--- config.mk ---
export PLATFORM = sky130hd
export DESIGN_NAME = dpd_dispatch
export DESIGN_NICKNAME = d
export VERILOG_FILES = /design/src/rtl/dpd_pkg.sv /design/src/rtl/dpd_req_slot.sv /design/src/rtl/dpd_decide.sv /design/src/rtl/dpd_flags.sv /design/src/rtl/dpd_dispatch.sv
export SDC_FILE = /design/constraint.sdc
export NUM_CORES = 1
export LEC_CHECK = 0
export BUFFER_PORTS_ARGS = -buffer_cell sky130_fd_sc_hd__clkbuf_2
export CAP_MARGIN = 20
export CELL_PAD_IN_SITES_DETAIL_PLACEMENT = 1
export CELL_PAD_IN_SITES_GLOBAL_PLACEMENT = 1
export CORE_MARGIN = 1
export CORE_UTILIZATION = 37
export CTS_BUF_LIST = sky130_fd_sc_hd__clkbuf_4 sky130_fd_sc_hd__clkbuf_8
export DETAILED_ROUTE_END_ITERATION = 6
export GPL_TIMING_DRIVEN = 1
export PLACE_DENSITY_LB_ADDON = 0.1
export SYNTH_ARGS = -nofsm -noshare
export SYNTH_HDL_FRONTEND = slang
export SYNTH_SLANG_ARGS = --single-unit
--- constraint.sdc ---
create_clock -name clk_i -period 1.8 [get_ports clk_i]
set_input_delay 0.18 -clock clk_i [delete_from_list [all_inputs] [get_ports clk_i]]
set_output_delay 0.18 -clock clk_i [all_outputs]
set_load 0.05 [all_outputs]
--- src/rtl/dpd_pkg.sv ---
package dpd_pkg;
  typedef enum logic [2:0] {
    ACT_NONE,
    ACT_FULL_OFF,
    ACT_FULL_ON,
    ACT_IDLE_IN,
    ACT_IDLE_OUT
  } act_e;

  typedef enum logic [1:0] {
    ST_IDLE,
    ST_CFG,
    ST_GO,
    ST_WAIT
  } st_e;
endpackage

--- src/rtl/dpd_req_slot.sv ---
module dpd_req_slot (
  input  logic clk_i,
  input  logic rst_ni,
  input  logic d0_req_i,
  input  logic d3_req_i,
  input  logic take_i,
  output logic valid_o,
  output logic is_d0_o
);
  logic valid_q, d0_q;

  always_ff @(posedge clk_i or negedge rst_ni) begin
    if (!rst_ni) begin
      valid_q <= 1'b0;
      d0_q    <= 1'b0;
    end else if (d0_req_i || d3_req_i) begin
      valid_q <= 1'b1;
      d0_q    <= d0_req_i;  // D0 kept on a tie
    end else if (take_i) begin
      valid_q <= 1'b0;
    end
  end

  assign valid_o = valid_q;
  assign is_d0_o = d0_q;

  a_r8_latest_d0: assert property (@(posedge clk_i) disable iff (!rst_ni)
    d0_req_i |=> (valid_o && is_d0_o));
  a_r8_latest_d3: assert property (@(posedge clk_i) disable iff (!rst_ni)
    (d3_req_i && !d0_req_i) |=> (valid_o && !is_d0_o));
endmodule

--- src/rtl/dpd_decide.sv ---
module dpd_decide
  import dpd_pkg::*;
#(
  parameter int unsigned       CODE_W    = 2,
  parameter logic [CODE_W-1:0] ENTRY_A   = 1,
  parameter logic [CODE_W-1:0] ENTRY_B   = 2,
  parameter logic [CODE_W-1:0] EXIT_CODE = 3
) (
  input  logic              is_d0_i,
  input  logic              arm_i,
  input  logic              defer_i,
  input  logic              pend_i,
  input  logic [CODE_W-1:0] entry_i,
  input  logic [CODE_W-1:0] exit_i,
  output logic              accept_o,
  output act_e              act_o,
  output logic              clr_arm_o,
  output logic              set_pend_o,
  output logic              clr_pend_o,
  output logic              clr_defer_o
);
  logic entry_ok, exit_ok;

  assign entry_ok = (entry_i == ENTRY_A) || (entry_i == ENTRY_B);
  assign exit_ok  = (exit_i == EXIT_CODE);

  always_comb begin
    accept_o    = 1'b0;
    act_o       = ACT_NONE;
    clr_arm_o   = 1'b0;
    set_pend_o  = 1'b0;
    clr_pend_o  = 1'b0;
    clr_defer_o = 1'b0;
    if (is_d0_i) begin
      if (pend_i) begin
        accept_o   = 1'b1;
        clr_pend_o = 1'b1;
        if (defer_i) begin
          clr_defer_o = 1'b1;
          act_o       = exit_ok ? ACT_IDLE_OUT : ACT_NONE;
        end else begin
          act_o = ACT_FULL_ON;
        end
      end
    end else if (arm_i) begin
      accept_o   = 1'b1;
      clr_arm_o  = 1'b1;
      set_pend_o = 1'b1;
      // defer flag deliberately untouched here
      if (defer_i) act_o = entry_ok ? ACT_IDLE_IN : ACT_NONE;
      else         act_o = ACT_FULL_OFF;
    end
  end
endmodule

--- src/rtl/dpd_flags.sv ---
module dpd_flags (
  input  logic clk_i,
  input  logic rst_ni,
  input  logic arm_set_i,
  input  logic defer_set_i,
  input  logic take_i,
  input  logic clr_arm_i,
  input  logic set_pend_i,
  input  logic clr_pend_i,
  input  logic clr_defer_i,
  output logic arm_o,
  output logic defer_o,
  output logic pend_o
);
  logic arm_q, defer_q, pend_q;

  always_ff @(posedge clk_i or negedge rst_ni) begin
    if (!rst_ni) begin
      arm_q   <= 1'b0;
      defer_q <= 1'b0;
      pend_q  <= 1'b0;
    end else begin
      if (arm_set_i)                  arm_q <= 1'b1;
      else if (take_i && clr_arm_i)   arm_q <= 1'b0;
      if (defer_set_i)                defer_q <= 1'b1;
      else if (take_i && clr_defer_i) defer_q <= 1'b0;
      if (take_i && set_pend_i)       pend_q <= 1'b1;
      else if (take_i && clr_pend_i)  pend_q <= 1'b0;
    end
  end

  assign arm_o   = arm_q;
  assign defer_o = defer_q;
  assign pend_o  = pend_q;

  a_r1_arm_oneshot: assert property (@(posedge clk_i) disable iff (!rst_ni)
    (take_i && clr_arm_i && !arm_set_i) |=> !arm_o);
  a_r2_pend_set: assert property (@(posedge clk_i) disable iff (!rst_ni)
    (take_i && set_pend_i) |=> pend_o);
  a_r4_defer_clear: assert property (@(posedge clk_i) disable iff (!rst_ni)
    (take_i && clr_defer_i && !defer_set_i) |=> !defer_o);
endmodule

--- src/rtl/dpd_dispatch.sv ---
module dpd_dispatch
  import dpd_pkg::*;
#(
  parameter int unsigned       CODE_W    = 2,
  parameter logic [CODE_W-1:0] ENTRY_A   = 1,
  parameter logic [CODE_W-1:0] ENTRY_B   = 2,
  parameter logic [CODE_W-1:0] EXIT_CODE = 3
) (
  input  logic              clk_i,
  input  logic              rst_ni,
  input  logic              d0_req_i,
  input  logic              d3_req_i,
  input  logic              arm_set_i,
  input  logic              defer_set_i,
  input  logic              fw_owner_i,
  input  logic [CODE_W-1:0] entry_type_i,
  input  logic [CODE_W-1:0] exit_type_i,
  input  logic              full_done_i,
  input  logic              idle_done_i,
  output logic              full_off_start_o,
  output logic              full_on_start_o,
  output logic              idle_in_start_o,
  output logic              idle_out_start_o,
  output logic              cfg_save_o,
  output logic              cfg_restore_o,
  output logic              d0_pending_o
);
  st_e  state_q, state_d;
  act_e act_q, act_dec;
  logic d0_q;
  logic slot_valid, slot_d0, take;
  logic accept, clr_arm, set_pend, clr_pend, clr_defer;
  logic arm, defer, pend;
  logic full_op, done_match;
  logic [3:0] starts;

  assign take = (state_q == ST_IDLE) && slot_valid;

  dpd_req_slot u_slot (
    .clk_i    (clk_i),
    .rst_ni   (rst_ni),
    .d0_req_i (d0_req_i),
    .d3_req_i (d3_req_i),
    .take_i   (take),
    .valid_o  (slot_valid),
    .is_d0_o  (slot_d0)
  );

  dpd_decide #(
    .CODE_W    (CODE_W),
    .ENTRY_A   (ENTRY_A),
    .ENTRY_B   (ENTRY_B),
    .EXIT_CODE (EXIT_CODE)
  ) u_decide (
    .is_d0_i     (slot_d0),
    .arm_i       (arm),
    .defer_i     (defer),
    .pend_i      (pend),
    .entry_i     (entry_type_i),
    .exit_i      (exit_type_i),
    .accept_o    (accept),
    .act_o       (act_dec),
    .clr_arm_o   (clr_arm),
    .set_pend_o  (set_pend),
    .clr_pend_o  (clr_pend),
    .clr_defer_o (clr_defer)
  );

  dpd_flags u_flags (
    .clk_i       (clk_i),
    .rst_ni      (rst_ni),
    .arm_set_i   (arm_set_i),
    .defer_set_i (defer_set_i),
    .take_i      (take),
    .clr_arm_i   (clr_arm),
    .set_pend_i  (set_pend),
    .clr_pend_i  (clr_pend),
    .clr_defer_i (clr_defer),
    .arm_o       (arm),
    .defer_o     (defer),
    .pend_o      (pend)
  );

  assign full_op    = (act_q == ACT_FULL_OFF) || (act_q == ACT_FULL_ON);
  assign done_match = full_op ? full_done_i : idle_done_i;

  always_comb begin
    state_d = state_q;
    unique case (state_q)
      ST_IDLE: if (take && accept) state_d = fw_owner_i ? ST_CFG : ST_GO;
      ST_CFG:  state_d = ST_GO;
      ST_GO:   state_d = (act_q == ACT_NONE) ? ST_IDLE : ST_WAIT;
      ST_WAIT: if (done_match) state_d = ST_IDLE;
      default: state_d = ST_IDLE;
    endcase
  end

  always_ff @(posedge clk_i or negedge rst_ni) begin
    if (!rst_ni) begin
      state_q <= ST_IDLE;
      act_q   <= ACT_NONE;
      d0_q    <= 1'b0;
    end else begin
      state_q <= state_d;
      if (take && accept) begin
        act_q <= act_dec;
        d0_q  <= slot_d0;
      end
    end
  end

  assign full_off_start_o = (state_q == ST_GO) && (act_q == ACT_FULL_OFF);
  assign full_on_start_o  = (state_q == ST_GO) && (act_q == ACT_FULL_ON);
  assign idle_in_start_o  = (state_q == ST_GO) && (act_q == ACT_IDLE_IN);
  assign idle_out_start_o = (state_q == ST_GO) && (act_q == ACT_IDLE_OUT);
  assign cfg_save_o       = (state_q == ST_CFG) && !d0_q;
  assign cfg_restore_o    = (state_q == ST_CFG) && d0_q;
  assign d0_pending_o     = pend;

  assign starts = {idle_out_start_o, idle_in_start_o, full_on_start_o, full_off_start_o};

  a_r10_onehot: assert property (@(posedge clk_i) disable iff (!rst_ni)
    $onehot0(starts));
  a_r10_single: assert property (@(posedge clk_i) disable iff (!rst_ni)
    (|starts) |=> !(|starts));
  a_r6_cfg_then_go: assert property (@(posedge clk_i) disable iff (!rst_ni)
    (cfg_save_o || cfg_restore_o) |=> (state_q == ST_GO));
  a_r6_no_owner: assert property (@(posedge clk_i) disable iff (!rst_ni)
    (take && accept && !fw_owner_i) |=> !(cfg_save_o || cfg_restore_o));
  a_r7_hold: assert property (@(posedge clk_i) disable iff (!rst_ni)
    (state_q == ST_WAIT && !done_match) |=> (state_q == ST_WAIT));
  a_r2_d0_gated: assert property (@(posedge clk_i) disable iff (!rst_ni)
    (take && slot_d0 && !pend) |=> (state_q == ST_IDLE));
  a_r5_defer_kept: assert property (@(posedge clk_i) disable iff (!rst_ni)
    (take && !slot_d0 && defer) |=> defer);
endmodule

# After elaboration in Yosys (flattened, before gate mapping)
# Cells that the tools add are included.
# classes
n_mux	29
reduce_logical	22
n_eq_ne	12
# op_table
op	count
2-to-1 mux 3 bit	6
2-to-1 mux 1 bit	17
logical AND 1 bit	11
2-to-1 mux 2 bit	5
== test 2 bit (second input constant)	4
case mux 2 bit (4 select lines)	1
nonzero test 2 bit	4
== test 3 x 2 -> 1 bit (second input constant)	2
== test 2 x 1 -> 1 bit (second input constant)	2
== test 3 x 1 -> 1 bit (second input constant)	1
== test 3 bit (second input constant)	1
zero test 3 bit	1
logical OR 1 bit	3
zero test 2 bit	1
!= test 2 x 1 -> 1 bit (second input constant)	1
!= test 2 bit (second input constant)	1
AND reduction 2 bit	1
zero test 1 bit	1
# word_totals
in_bits	13
out_inout_bits	7
reg_bits	11
wordCells	71

# Longest topological paths before layout
# depth
depth_word	6
depth_mapped	4
ltp_nobuf	4

# Modules after synthesis
# A second synthesis with hierarchy kept.
# hier_totals
hier_cells	61
hier_area_um2	624.3
# by_module_without_submodules
module	area_per_inst_um2	seq_area_each_um2	instances	cells_each
dpd_dispatch	360.3	150.1	1	34
dpd_flags	110.1	75.1	1	9
dpd_decide	80.1	0.0	1	11
dpd_req_slot	73.8	50.0	1	7

# Least setup slack after synthesis
# Ideal clock, no wire load.
# synth_timing
path_type	register to output
from	register state_q[0]
to	output idle_out_start_o
path_slack_ns	-0.617
required_time_ns	1.620
arrival_time_ns	2.237
path_buffers	0
path_stages_with_launch	3
cell_sequence	dfrtp_1 > nand2b_1 > nor4b_1
# synth_via
elab_chain_cells	2
# synth_rtl
element	line	source
from (decl)	dpd_dispatch.sv:28	st_e state_q, state_d;
from (signal assigned)	dpd_dispatch.sv:104	state_q <= state_d;
== test 2 bit	dpd_dispatch.sv:115	assign idle_out_start_o = (state_q == ST_GO) && (act_q == ACT_IDLE_OUT);
logical AND 1 bit	dpd_dispatch.sv:115	
to (decl)	dpd_dispatch.sv:23	output logic idle_out_start_o,
# Every way passes these cells.

# Worst setup path after layout
# Ends and elaborated chain as after synthesis.

==> results.cfg <==
[place]
io_buffers = 19
dpl.hpwl_um = 930
gp_congestion = 0.670

[drt]
routed_wl_um = 1190
drt_pass1_iterations = 4
ant_nets = 0
viasPerCell = 5.35
route.detailed.drc = 0
route.vias.total = 530
initialDrtViolationCount = 10
wl_per_cell_um = 12.0

[setup_path]
crit_family = simple AND/OR/NAND/NOR gates
endpoint_kind = output pin
cp_slowest_cell = dfrtp_1
worstPathRequired_ns = 1.62
worstSetupStartpointType = register
worstPathArrival_ns = 1.50
critPathBufInv = 1
crit_path_cell_trace = nand2b_1 -> nor4b_2 -> clkbuf_2
worst-path-max-fanout = 5
path_class = register to output pin
cpPeakStageDelay_ns = 0.42

[power]
ir_drop_mv = 0.843
power.leakage_uw = 0.000365
p_per_area_nw_per_um2 = 1610
finalPower_uw = 1220

[cts]
clk_transition_reported_paths_ns = 0.07
h-tree-depth = 1
root_buffer = clkbuf_4
post_cts_buffers = 0
numClockSinks = 11
clockBufferDepth = 2
clk_latency_ns = 0.27
cts_tree = done
numCtsBuffers = 3

[timing]
period_share_pct = 93.1
fin_hold_ws_ns = 0.0812
tns_ns = 0
fin_crit_ns = 1.68
rsz0062_at_grt = no
worst_pin_slew_ns = 0.307
hold_viol_final = 0
relSlewSlack_pct = 79.3
setup_viol_count_final = 0
report.final.slew_viol_count = 0
fmax_mhz = 597
finClkSkew_ns = 0.00130

[final_layout]
syn2layout_area_growth_pct = 28.9
final.fill_count = 187
final_nets = 97
drive_gt1_share_pct = 37.3
diodes = 0

[synthesis]
yosysTopAreaCell = dfrtp_1
synth-edff-count = 0
synthCells = 59
synth.distinct_cells = 28
syn_avg_cell_area_um2 = 9.99
synth_commonest_cells = dfrtp_1, inv_1, nor2_1
synth_area_leaders = dfrtp_1, a21o_1, mux2i_1, inv_1, nor2_1
synth_warnings = 0
synth_top_area_share_pct = 46.7
synthArstFlopShare_pct = 100
syn_area_um2 = 589
yosysSeqAreaShare_pct = 46.7
yosysMostFrequentCell = dfrtp_1
synth_top_flop_cell = dfrtp_1
synth_nets = 72
synth-seq-cells = 11

[hold_path]
hp-class = input pin to register

[grt]
grt_pass1_wl_um = 2100
grtUsageTotal_pct = 16.7
grt_max_degree = 12
grt_pass1_vias = 501
antenna_found_initial = 0
grt.overflow.total = 0

[job]
max_cap_violations = 0

[floorplan]
die_x_um = 41.9
ios = 20
die_area_um2 = 1760
die_h_um = 41.9
rows = 14
core_um2 = 1490
start_util_pct = 39.6

[status]
outcome = finished, final reports clean
==> cell type report <==
class	count	area, µm²	area share [%]
inverters	5	18.8	2.47
multi-input cells	43	308	40.5
repair buffers	20	108	14.2
well taps	16	20.0	2.64
clock buffers	4	30.0	3.95
flip-flops and latches	11	275	36.2
==> what timing repair did <==
item | in CTS | in global routing
hold buffers | 1 | 0
endpoints found under the hold margin | 11 | 0
gates resized for setup | 0 | 2
setup endpoints to repair | 0 | 1
==> cell usage in the layout (no fill, tap or decap), types with 2 or more instances in the layout <==
cell type and count:
a211o_1 2, a21oi_1 2, dfrtp_1 11, nand2_1 3
clkbuf_4 5, nor2_2 2, nor3_1 2, o21ai_0 2
inv_1 5, nand3_1 3, a21o_1 3, nor2_1 5
clkbuf_2 18, mux2i_1 2
==> report_power, final <==
part | switching [µW] | internal (µW) | leakage [µW]
Combinational | 354 | 235 | 0.000220
Clock | 82.6 | 101 | 0.0000184
Sequential | 116 | 337 | 0.000127
Total | 552 | 673 | 0.000365
==> sequential cells by signal (all words and copies together) (netlist names) <==
signal and cells:
d0_q 1, u_slot.valid_o 1, act_q 3, u_flags.arm_o 1, u_flags.defer_o 1, u_slot.is_d0_o 1
u_flags.pend_o 1, state_q 2
==> cells by family after synthesis <==
| group | synth area share (%) |
|---|---|
| AOI/OAI and AO/OA | 16.1 |
| xor gates and xnor gates | 2.97 |
| buffers and inverters | 3.19 |
| DFF | 46.7 |
| muxes | 7.22 |
| and+or+nand+nor | 23.8 |
==> through the flow <==
stage                     cell area (µm²)  cells  setup WS [ns]  util [%]
after floorplan                       602     59         0.0283         -
after global placement                717     94          0.338      48.2
after detailed placement              717     94          0.319      48.2
after CTS                             757     99          0.105      50.8
after global routing                  759     99         0.0158      51.0
final                                 759     99          0.124      51.0
==> final timing paths <==
path | start | cells after the start | end | slack, ns
hold / removal | defer_set_i | 2 | u_flags.defer_o | 0.08
min in group asynchronous | rst_ni | 2 | state_q[0] | 0.32
setup / recovery | state_q[0] | 3 | idle_out_start_o | 0.12
hold reg to reg | u_slot.valid_o | 1 | u_slot.valid_o | 0.49
max in group asynchronous | rst_ni | 2 | u_flags.pend_o | 1.26
setup reg to reg | state_q[1] | 3 | act_q[2] | 0.31
==> layer usage <==
metal	vias to the layer above	global-route usage, %	wire, µm
li1	256	-	-
met1	256	18.9	492
met2	13	26.6	596
met3	5	3.91	54
met4	0	13.5	46
met5	-	0	0
(Power assumes the default switching activity.)
